<file path="config.mk">
export PLATFORM = sky130hd
export DESIGN_NAME = pm_timer_sci
export DESIGN_NICKNAME = d
export VERILOG_FILES = /design/src/rtl/pmt_pkg.sv /design/src/rtl/pmt_counter.sv /design/src/rtl/pmt_status.sv /design/src/rtl/pmt_regif.sv /design/src/rtl/pm_timer_sci.sv
export SDC_FILE = /design/constraint.sdc
export NUM_CORES = 1
export LEC_CHECK = 0
export BUFFER_PORTS_ARGS = -buffer_cell sky130_fd_sc_hd__buf_2
export CAP_MARGIN = 20
export CORE_ASPECT_RATIO = 1.1
export CORE_MARGIN = 3
export CORE_UTILIZATION = 52
export CTS_BUF_LIST = sky130_fd_sc_hd__clkbuf_4 sky130_fd_sc_hd__clkbuf_8
export DETAILED_ROUTE_END_ITERATION = 7
export PLACE_DENSITY_LB_ADDON = 0.1
export SLEW_MARGIN = 20
export SYNTH_ARGS = -nofsm -noshare
export SYNTH_HDL_FRONTEND = slang
export SYNTH_SLANG_ARGS = --single-unit
</file>
<file path="constraint.sdc">
create_clock -name clk -period 2.25 [get_ports clk]
set_clock_uncertainty 0.2 [all_clocks]
set_input_delay 0.225 -clock clk [delete_from_list [all_inputs] [get_ports clk]]
set_output_delay 0.225 -clock clk [all_outputs]
set_load 0.02 [all_outputs]
</file>
<file path="src/rtl/pmt_pkg.sv">
package pmt_pkg;

    localparam int RD_W  = 32;
    localparam int REG_W = 16;
    localparam int DEC_W = 6;

    localparam logic [DEC_W-1:0] OFF_STS = 6'h00;
    localparam logic [DEC_W-1:0] OFF_EN  = 6'h02;
    localparam logic [DEC_W-1:0] OFF_TMR = 6'h08;

    localparam int POS_TMR = 0;
    localparam int POS_GBL = 5;
    localparam int POS_PWR = 8;
    localparam int POS_RTC = 10;

    localparam logic [REG_W-1:0] SRC_MASK =
        (REG_W'(1) << POS_TMR) | (REG_W'(1) << POS_GBL) |
        (REG_W'(1) << POS_PWR) | (REG_W'(1) << POS_RTC);

    typedef struct packed {
        logic rtc;
        logic pwr;
        logic gbl;
        logic tmr;
    } pm_evt_t;

    typedef enum logic [1:0] {
        SEL_NONE,
        SEL_STS,
        SEL_EN,
        SEL_TMR
    } reg_sel_e;

    function automatic pm_evt_t evt_from_word(input logic [REG_W-1:0] w);
        pm_evt_t e;
        e.rtc = w[POS_RTC];
        e.pwr = w[POS_PWR];
        e.gbl = w[POS_GBL];
        e.tmr = w[POS_TMR];
        return e;
    endfunction

    function automatic logic [REG_W-1:0] evt_to_word(input pm_evt_t e);
        logic [REG_W-1:0] w;
        w = '0;
        w[POS_RTC] = e.rtc;
        w[POS_PWR] = e.pwr;
        w[POS_GBL] = e.gbl;
        w[POS_TMR] = e.tmr;
        return w;
    endfunction

    function automatic reg_sel_e decode_offset(input logic [DEC_W-1:0] a);
        case (a)
            OFF_STS: return SEL_STS;
            OFF_EN:  return SEL_EN;
            OFF_TMR: return SEL_TMR;
            default: return SEL_NONE;
        endcase
    endfunction

endpackage

</file>
<file path="src/rtl/pmt_counter.sv">
module pmt_counter #(
    parameter int CNT_W = 24
) (
    input  logic             clk,
    input  logic             rst,
    input  logic             tick,
    output logic [CNT_W-1:0] cnt_q,
    output logic             msb_flip
);
    localparam int               MSB = CNT_W - 1;
    localparam logic [CNT_W-1:0] ONE = CNT_W'(1);

    logic ref_msb_q;

    always_ff @(posedge clk) begin
        if (rst) begin
            cnt_q     <= '0;
            ref_msb_q <= 1'b0;
        end else begin
            if (tick) begin
                cnt_q <= cnt_q + ONE;
            end
            ref_msb_q <= cnt_q[MSB];
        end
    end

    // Top bit differs from the value it held one update earlier.
    assign msb_flip = cnt_q[MSB] ^ ref_msb_q;

endmodule

</file>
<file path="src/rtl/pmt_status.sv">
module pmt_status
    import pmt_pkg::*;
(
    input  logic    clk,
    input  logic    rst,
    input  pm_evt_t set_req,
    input  pm_evt_t clr_req,
    output pm_evt_t sts_q
);
    always_ff @(posedge clk) begin
        if (rst) begin
            sts_q <= '0;
        end else begin
            // Set requests override a same-edge clear.
            sts_q <= pm_evt_t'((sts_q & ~clr_req) | set_req);
        end
    end

endmodule

</file>
<file path="src/rtl/pmt_regif.sv">
module pmt_regif
    import pmt_pkg::*;
#(
    parameter int CNT_W  = 24,
    parameter int ADDR_W = 16
) (
    input  logic              clk,
    input  logic              rst,
    input  logic [ADDR_W-1:0] addr,
    input  logic              wr_en,
    input  logic [REG_W-1:0]  wr_data,
    input  logic [CNT_W-1:0]  cnt_q,
    input  pm_evt_t           sts_q,
    output pm_evt_t           clr_req,
    output logic [REG_W-1:0]  en_q,
    output logic [RD_W-1:0]   rd_data
);
    reg_sel_e sel;
    logic     unused_addr_hi;

    assign sel            = decode_offset(addr[DEC_W-1:0]);
    assign unused_addr_hi = ^addr;

    assign clr_req = (wr_en && sel == SEL_STS) ? evt_from_word(wr_data) : '0;

    always_ff @(posedge clk) begin
        if (rst) begin
            en_q <= '0;
        end else if (wr_en && sel == SEL_EN) begin
            en_q <= wr_data;
        end
    end

    always_comb begin
        case (sel)
            SEL_STS: rd_data = RD_W'(evt_to_word(sts_q));
            SEL_EN:  rd_data = RD_W'(en_q);
            SEL_TMR: rd_data = RD_W'(cnt_q);
            default: rd_data = '0;
        endcase
    end

endmodule

</file>
<file path="src/rtl/pm_timer_sci.sv">
module pm_timer_sci
    import pmt_pkg::*;
#(
    parameter int CNT_W  = 24,
    parameter int ADDR_W = 16
) (
    input  logic              clk,
    input  logic              rst,
    input  logic              tick,
    input  logic              evt_rtc,
    input  logic              evt_pwr,
    input  logic              evt_gbl,
    input  logic [ADDR_W-1:0] addr,
    input  logic              wr_en,
    input  logic [15:0]       wr_data,
    output logic [31:0]       rd_data,
    output logic              sci
);
    logic [CNT_W-1:0] cnt_q;
    logic             msb_flip;
    pm_evt_t          set_req;
    pm_evt_t          clr_req;
    pm_evt_t          sts_q;
    logic [REG_W-1:0] en_q;

    pmt_counter #(.CNT_W(CNT_W)) u_counter (
        .clk      (clk),
        .rst      (rst),
        .tick     (tick),
        .cnt_q    (cnt_q),
        .msb_flip (msb_flip)
    );

    always_comb begin
        set_req.rtc = evt_rtc;
        set_req.pwr = evt_pwr;
        set_req.gbl = evt_gbl;
        set_req.tmr = msb_flip;
    end

    pmt_status u_status (
        .clk     (clk),
        .rst     (rst),
        .set_req (set_req),
        .clr_req (clr_req),
        .sts_q   (sts_q)
    );

    pmt_regif #(.CNT_W(CNT_W), .ADDR_W(ADDR_W)) u_regif (
        .clk     (clk),
        .rst     (rst),
        .addr    (addr),
        .wr_en   (wr_en),
        .wr_data (wr_data),
        .cnt_q   (cnt_q),
        .sts_q   (sts_q),
        .clr_req (clr_req),
        .en_q    (en_q),
        .rd_data (rd_data)
    );

    assign sci = |(evt_to_word(sts_q) & en_q & SRC_MASK);

endmodule

</file>
Word level (Yosys, flattened, before mapping)
Index checks and enable logic that the tools add are counted.
Widths: inputs -> output; s select.
{"block": "totals", "word_cells": 25, "rom_bits": 0, "inputBits": 39, "reg_bits": 45, "ramBits": 0, "memories": 0, "latchBits": 0}
{"block": "classes", "n_lt_le_gt_ge": 0, "n_mul": 0, "bitwise_logic": 5, "n_reduce_logical": 4, "n_eq_ne": 5, "div": 0, "add_sub_neg": 1, "muxes": 3, "shift": 0}
{"operator": "$pmux 24 s3", "count": 1}
{"operator": "$add 24x1->24 const B", "count": 1}
{"operator": "$and 11x11->11", "count": 1}
{"operator": "$eq 6x2->1 const B", "count": 1}
{"operator": "$eq 6x4->1 const B", "count": 1}
{"operator": "$logic_not 6->1", "count": 1}
{"operator": "$pmux 2 s3", "count": 1}
{"operator": "$and 4x4->4", "count": 1}
{"operator": "$eq 2x2->1 const B", "count": 2}
{"operator": "$mux 4", "count": 1}
{"operator": "$not 4->4", "count": 1}
{"operator": "$or 4x4->4", "count": 1}
{"operator": "$reduce_or 4->1", "count": 1}
{"operator": "$eq 2x1->1 const B", "count": 1}
{"operator": "$logic_and 1x1->1", "count": 2}
{"operator": "$xor 1x1->1", "count": 1}

Logic depth before layout (Yosys ltp)
Gate-level depths: netlist of run 1.
{"block": "logic_depth", "ltp_word": 8, "ltp_mapped": 7}

Cells and area by module
A second synthesis of run 1 with hierarchy kept.
{"block": "unflattened", "cells_unflattened": 264, "area_unflattened_um2": 2437.3}
{"mod": "pmt_regif", "n_inst": 1, "area_each_um2": 1147.4, "seq_area_each_um2": 320.3, "cells_each": 121}
{"mod": "pmt_counter", "n_inst": 1, "area_each_um2": 1131.1, "seq_area_each_um2": 500.5, "cells_each": 124}
{"mod": "pmt_status", "n_inst": 1, "area_each_um2": 140.1, "seq_area_each_um2": 80.1, "cells_each": 16}
{"mod": "pm_timer_sci", "n_inst": 1, "area_each_um2": 18.8, "seq_area_each_um2": 0.0, "cells_each": 3}

Worst setup path after synthesis of run 1
No wires, ideal clock.
{"block": "synth_path", "path_kind": "register -> register", "startpoint": "reg u_counter.cnt_q[0]", "endpoint": "reg u_counter.cnt_q[18]", "arrival_time_ns": 1.769, "stages_incl_launch_ff": 7, "required_time_ns": 1.980, "setup_ns": 0.070, "path_buffers": 1, "path_slack_ns": 0.210, "path_cell_list": "dfxtp_1 ha_1 nand4_1 or4_1 buf_2 or3_1 a21oi_1"}
{"block": "synth_between", "elab_chain_cells": 1}
{"element": "start, declared", "line": "pmt_counter.sv:7", "text": "output logic [CNT_W-1:0] cnt_q,"}
{"element": "start signal, assigned", "line": "pmt_counter.sv:21", "text": "cnt_q <= cnt_q + ONE;"}
{"element": "$add 24x1->24", "line": "pmt_counter.sv:21"}
No other way between the ends.
A chain may end at the register's enable or synchronous reset.

Worst setup path in the final report of run 1
{"block": "layout_path", "startpoint": "reg u_counter.cnt_q[0]", "endpoint": "reg u_counter.cnt_q[20]"}
Same word-level chain as after synthesis.

==> reports/metrics.yaml, run 1 <==
final_layout:
  final_nets: 383
  antennaDiodeCount: 0
  drive_gt1_frac: 0.241
  utilization: 0.719
  final_cell_area_um2: 2890
  instances_no_fill: 396
  areaGrowthSynthToFinish_pct: 30.2
worst_setup_path:
  endpoint: "u_counter.cnt_q[20]"
  cp-start-kind: "flip-flop"
  r2r-end: "u_counter.cnt_q[20]"
  cp.arrival_ns: 2.18
  reg2reg_slack_ns: 0.1
  cp-startpoint: "u_counter.cnt_q[0]"
  endpoint_kind: "flip-flop"
  path_class: "reg -> reg"
  r2r_start: "u_counter.cnt_q[0]"
  cp_data_required_time_ns: 2.28
  crit_fanout: 7
  rr_worst_depth: 5
routing:
  drt_wl_total_um: 5500
  post-route-drc-count: 0
  routed.top_layer: "met4"
  drt-vias-per-instance: 5.43
  met3_length_um: 286
  wire_per_inst_um: 13.9
  first_iter_violations: 112
  wl_met2_um: 2850
  met1Wirelength_um: 2310
  vias: 2152
  ant_nets: 0
  firstDrtPassIters: 4
yosys:
  synth.distinct_cells: 41
  yosysSeqAreaShare: 0.406
  synth_flop_cell: "dfxtp_1"
  syn_area_per_cell_um2: 8.26
  synth-seq-cells: 45
  synth.yosys.warnings: 0
  syn_inst: 269
  async_flop_share: 0
  synth_edf_count: 0
  synth_area_um2: 2220
floorplan:
  dieWidth_um: 68.3
  rows: 24
  core_area_um2: 4020
  start_util: 0.552
  num_io_pins: 72
  dieArea_um2: 5090
  die_h_um: 74.5
timing:
  setup_tns_ns: 0
  hold_viol: 0
  post-route-min-period_ns: 2.15
  rsz0062_at_grt: "no"
  fmax_ghz: 0.465
  setup_slack_ns: 0.0988
  slew_violations: 0
  setup-violations-final: 0
  fin_hold_ws_ns: 0.0649
  period_share: 0.956
cts:
  clock_latency_ns: 0.29
  cts.htree.levels: 2
  cts_buffers: 5
  clockBufferDepth: 2
  clock_sinks: 45
  root_buffer: "clkbuf_8"
  cts_setup_buffers: 0
  cts_tree: "done"
  clk_transition_reported_paths_ns: 0.09
grt:
  grt_max_degree: 32
  grt_pass1_vias: 2109
  grt_overflow: 0
  antenna_found_initial: 0
  grt_pass1_wl_um: 9310
  gr-usage-all-layers: 0.238
place:
  gp_congestion: 0.785
  post-dp-hpwl_um: 3740
  dp_slack_ns: 0.116
  dp.cells: 369
  io_buffers: 53
  place_area_um2: 2550
flow_run:
  maxCapViolCount: 0
power:
  ir_worst_vdd_mv: 0.388
  p_leak_nw: 1.20
  cellPowerDensity_nw_per_um2: 571
  design_power_total_mw: 1.65
outcome:
  status: "completed"
hold_path:
  holdCritPathClass: "in -> reg"
-- layout by cell type (no fill, tap or decap), types with 2 or more instances in the layout --
cell	synthesis	layout
xnor2_1	8	8
nor3_1	3	3
nor4_1	3	2
dfxtp_1	45	45
o31ai_1	2	2
nand4_1	7	7
xor2_1	5	5
a311oi_1	3	3
a21oi_1	24	24
or4_1	5	5
nand2b_1	2	2
inv_1	7	7
nand3_1	21	21
nor2_1	19	19
conb_1	1	8
clkbuf_8	0	5
dlygate4sd3_1	0	19
and4_1	2	2
and3_1	2	2
and2_1	7	7
a22o_1	12	12
o21ai_0	4	4
buf_2	1	53
o21ai_1	8	8
a22oi_1	2	2
mux2i_1	6	6
bufinv_16	0	2
nand2_1	27	27
or3_1	6	5
buf_4	8	13
nand4_2	2	2
-- report_power, final --
| part | internal (mW) | switching, mW | leakage (nW) | total (mW) |
|---|---|---|---|---|
| registers | 0.805 | 0.00608 | 0.364 | 0.811 |
| clock network | 0.441 | 0.270 | 0.0681 | 0.711 |
| logic | 0.0615 | 0.0672 | 0.771 | 0.129 |
-- Yosys cell counts (2+ instances only) --
master / instances / share of area
a21oi_1: 24 / 0.054
a22o_1: 12 / 0.047
a22oi_1: 2 / 0.0068
a311oi_1: 3 / 0.012
and2_1: 7 / 0.020
and3_1: 2 / 0.0056
and4_1: 2 / 0.0079
buf_1: 2 / 0.0034
buf_4: 8 / 0.027
buf_6: 2 / 0.010
clkbuf_1: 13 / 0.022
dfxtp_1: 45 / 0.41
inv_1: 7 / 0.012
mux2i_1: 6 / 0.027
nand2_1: 27 / 0.046
nand2b_1: 2 / 0.0056
nand3_1: 21 / 0.047
nand4_1: 7 / 0.020
nand4_2: 2 / 0.011
nor2_1: 19 / 0.032
nor3_1: 3 / 0.0068
nor4_1: 3 / 0.0085
o21ai_0: 4 / 0.0090
o21ai_1: 8 / 0.018
o31ai_1: 2 / 0.0068
or3_1: 6 / 0.017
or4_1: 5 / 0.017
xnor2_1: 8 / 0.032
xor2_1: 5 / 0.020
-- state kept, by name (all words and copies together) (netlist names) --
signal / cells
u_status.sts_q: 4
u_counter.ref_msb_q: 1
u_regif.en_q: 16
u_counter.cnt_q: 24
-- logic make-up (layout without fill, tap and decap cells) --
kind of cell	Yosys count	after routing	synth area share
other cells	1	8	0.00169
mux	7	7	0.0321
buf+inv	33	101	0.0766
xor+xnor	13	13	0.0513
compound gates	57	57	0.162
simple gates	112	112	0.265
flops	45	45	0.406
fa+ha+maj	1	1	0.00563
-- timing repair --
item | CTS | global route
endpoints found under the hold margin | 19 | 0
gates resized for setup | 0 | 3
hold buffers | 19 | 0
endpoints found under the setup margin | 0 | 4
-- worst min path at each step --
stage                      from                  to  slack (ns)  cells past startpoint
global route               tick  u_counter.cnt_q[0]        0.12                      3
global placement     wr_data[8]   u_status.sts_q[2]        0.24                      2
finish                     tick  u_counter.cnt_q[0]        0.06                      3
floorplan            wr_data[5]   u_status.sts_q[1]        0.13                      1
detailed placement  wr_data[10]   u_status.sts_q[3]        0.24                      2
CTS                        tick  u_counter.cnt_q[0]        0.06                      3
-- cell type report --
type	count	area (um2)
multi-input cells	198	1190
well taps	52	65.1
clock inverters	3	65.1
flip-flops and latches	45	901
inverters	7	26.3
repair buffers	86	573
clock buffers	5	68.8
fillers	355	1130
-- layer usage --
| layer | track usage | vias up |
|---|---|---|
| met3 | 0.0468 | 6 |
| li1 | - | 1090 |
| met4 | 0.0949 | 0 |
| met1 | 0.278 | 997 |
| met2 | 0.423 | 59 |
| met5 | 0 | - |
-- critical path, stage by stage, from the launching register on --
cell     delay [ns]
dfxtp_1        0.35
ha_1           0.19
nand4_1        0.14
or4_1          0.68
or3_1          0.39
a21oi_1        0.15
(Power assumes the default switching activity.)
==> inputs of run 2 (changes only) <==
Settings changed: CORE_UTILIZATION 52 to 50, CTS_BUF_LIST sky130_fd_sc_hd__clkbuf_4 sky130_fd_sc_hd__clkbuf_8 to sky130_fd_sc_hd__clkbuf_16.
==> run 2 against run 1 <==
  * The flow now finishes with violations (hold timing)
  * Total power is 2.0% lower
  * Wire length is 1.3% lower
  * Setup slack gained 0.074 ns
  * Combinational power shrank 10%
  * Worst hold slack worse by 0.065 ns
  * Core utilization down 3.7 points
  * Critical path type unchanged
==> reports/metrics.yaml, run 2 (synthesis gave the netlist of run 1 again) <==
place:
  gp_congestion: 0.832  # +6.0%
  io_buffers: 53  # unchanged
  post-dp-hpwl_um: 3740  # -0.11%
floorplan:
  start_util: 0.540  # -0.0121
  rows: 24  # unchanged
  dieArea_um2: 5280  # +3.7%
  dieWidth_um: 69.5  # +1.8%
  die_h_um: 75.9  # +1.8%
  num_io_pins: 72  # unchanged
  core_area_um2: 4110  # +2.2%
hold_path:
  min_delay_path_depth: 3  # unchanged
  holdCritPathClass: "in -> reg"
  hp-start: "wr_data[7]"
  holdPathEnd: "u_regif.en_q[7]"
grt:
  grt_overflow: 0  # unchanged
  gr-usage-all-layers: 0.211  # -0.0277
  grt_pass1_wl_um: 9160  # -1.6%
  antenna_found_initial: 0  # unchanged
  grt_pass1_vias: 1983  # -6.0%
  grt_max_degree: 32  # unchanged
timing:
  rsz0062_at_grt: "no"
  max-slew-margin-rel: 0.654
  setup-violations-final: 0  # unchanged
  hold_viol: 1  # +1
  post-route-min-period_ns: 2.08  # -0.0738 ns
  tightest_slew_ns: 0.518
  period_share: 0.923  # -0.0328
  slew_violations: 0  # unchanged
  fin_hold_ws_ns: -0.000134  # -0.0650 ns
  setup_tns_ns: 0  # unchanged
  fmax_ghz: 0.481  # +3.6%
worst_setup_path:
  path_class: "reg -> reg"
  r2r_start: "u_counter.cnt_q[7]"
  endpoint_kind: "flip-flop"
  r2r-end: "u_counter.cnt_q[19]"
  reg2reg_slack_ns: 0.17  # +0.07 ns
  cp_data_required_time_ns: 2.26  # -0.02 ns
  crit_fanout: 10  # +3
  rr_worst_depth: 4  # -1
  cp-start-kind: "flip-flop"
  cp.arrival_ns: 2.08  # -0.10 ns
power:
  cellPowerDensity_nw_per_um2: 577  # +1.0%
  ir_worst_vdd_mv: 0.440  # +13%
  p_leak_nw: 1.17  # -2.6%
  design_power_total_mw: 1.62  # -2.0%
cts:
  clk_transition_reported_paths_ns: 0.06  # -0.03 ns
  clockBufferDepth: 2  # unchanged
  clock_latency_ns: 0.28  # about the same
  cts.htree.levels: 2  # unchanged
  root_buffer: "clkbuf_16"
  cts_buffers: 5  # unchanged
  cts_tree: "done"
  clock_sinks: 45  # unchanged
flow_run:
  maxCapViolCount: 0  # unchanged
final_layout:
  largest_register_ffs: 24  # unchanged
  antennaDiodeCount: 0  # unchanged
  top_regs: "u_counter.cnt_q (24), u_regif.en_q (16), u_status.sts_q (4)"
  final_common_cell: "buf_2"
  areaGrowthSynthToFinish_pct: 26.3
  regArea_um2: 901  # unchanged
  regMostFlops: "u_counter.cnt_q"
  n_fill_cell: 376  # +5.9%
  final_nets: 375  # -2.1%
  multiInputGateArea_um2: 1180  # -1.0%
  final_cell_mix: "53 x buf_2, 45 x dfxtp_1, 27 x nand2_1, 24 x a21oi_1, 21 x nand3_1"
  utilization: 0.682  # -0.0370
  drive_gt1_frac: 0.238  # -0.00318
routing:
  wire_per_inst_um: 14.0  # +0.74%
  drt-vias-per-instance: 5.48  # +0.83%
  ant_nets: 0  # unchanged
  vias: 2126  # -1.2%
  firstDrtPassIters: 4  # unchanged
  first_iter_violations: 89  # -21%
  drt_wl_total_um: 5430  # -1.3%
  post-route-drc-count: 0  # unchanged
outcome:
  status: "finished with violations"
  violations: "hold timing"
-- run 2: layout make-up --
class	count	share of cell area
Clock inverter	3	0.00491
Tap cell	52	0.0232
Timing Repair Buffer	78	0.176
Clock buffer	5	0.0446
Sequential cell	45	0.321
Multi-Input combinational cell	198	0.421
Inverter	7	0.00937
-- run 2: power by group --
group	internal [mW]	switching [mW]
Clock	0.403	0.286
Combinational	0.0512	0.0645
Sequential	0.806	0.00644
-- run 2: worst max-delay path by stage --
stage / depth (start not counted) / slack, ns / end / start
2_1_floorplan: 6 / 0.21 / u_counter.cnt_q[18] / u_counter.cnt_q[0]
5_1_grt: 4 / 0.05 / u_counter.cnt_q[19] / u_counter.cnt_q[7]
4_1_cts: 5 / 0.11 / u_counter.cnt_q[20] / u_counter.cnt_q[0]
3_3_place_gp: 5 / 0.17 / u_counter.cnt_q[20] / u_counter.cnt_q[0]
3_5_place_dp: 5 / 0.13 / u_counter.cnt_q[20] / u_counter.cnt_q[0]
6_report: 4 / 0.17 / u_counter.cnt_q[19] / u_counter.cnt_q[7]
-- run 2: through the flow --
| step | setup WS [ns] | cell area, um2 | instances |
|---|---|---|---|
| 5_1_grt | 0.0484 | 2800 | 388 |
| 3_3_place_gp | 0.173 | 2550 | 369 |
| 4_1_cts | 0.108 | 2800 | 388 |
| 6_report | 0.173 | 2800 | 388 |
| 3_5_place_dp | 0.130 | 2550 | 369 |
| 2_1_floorplan | 0.210 | 2250 | 276 |
-- run 2: repair_timing --
action,4_1_cts,5_1_grt
hold buffers,11,0
endpoints found under the setup margin,0,1
hold endpoints to repair,12,0
setup buffers,0,0
gates resized for setup,0,1
-- run 2: critical path: stages (launching register included) --
cell and delay (ns):
dfxtp_1 0.39, nand4_2 0.17, or3_1 0.57, or4_1 0.52, a21oi_1 0.15
-- run 2: metal layers --
metal | part of all wire | GRT usage
met3 | 0.050 | 0.0463
met4 | 0.013 | 0.0684
met2 | 0.51 | 0.361
met5 | 0 | 0
met1 | 0.43 | 0.260
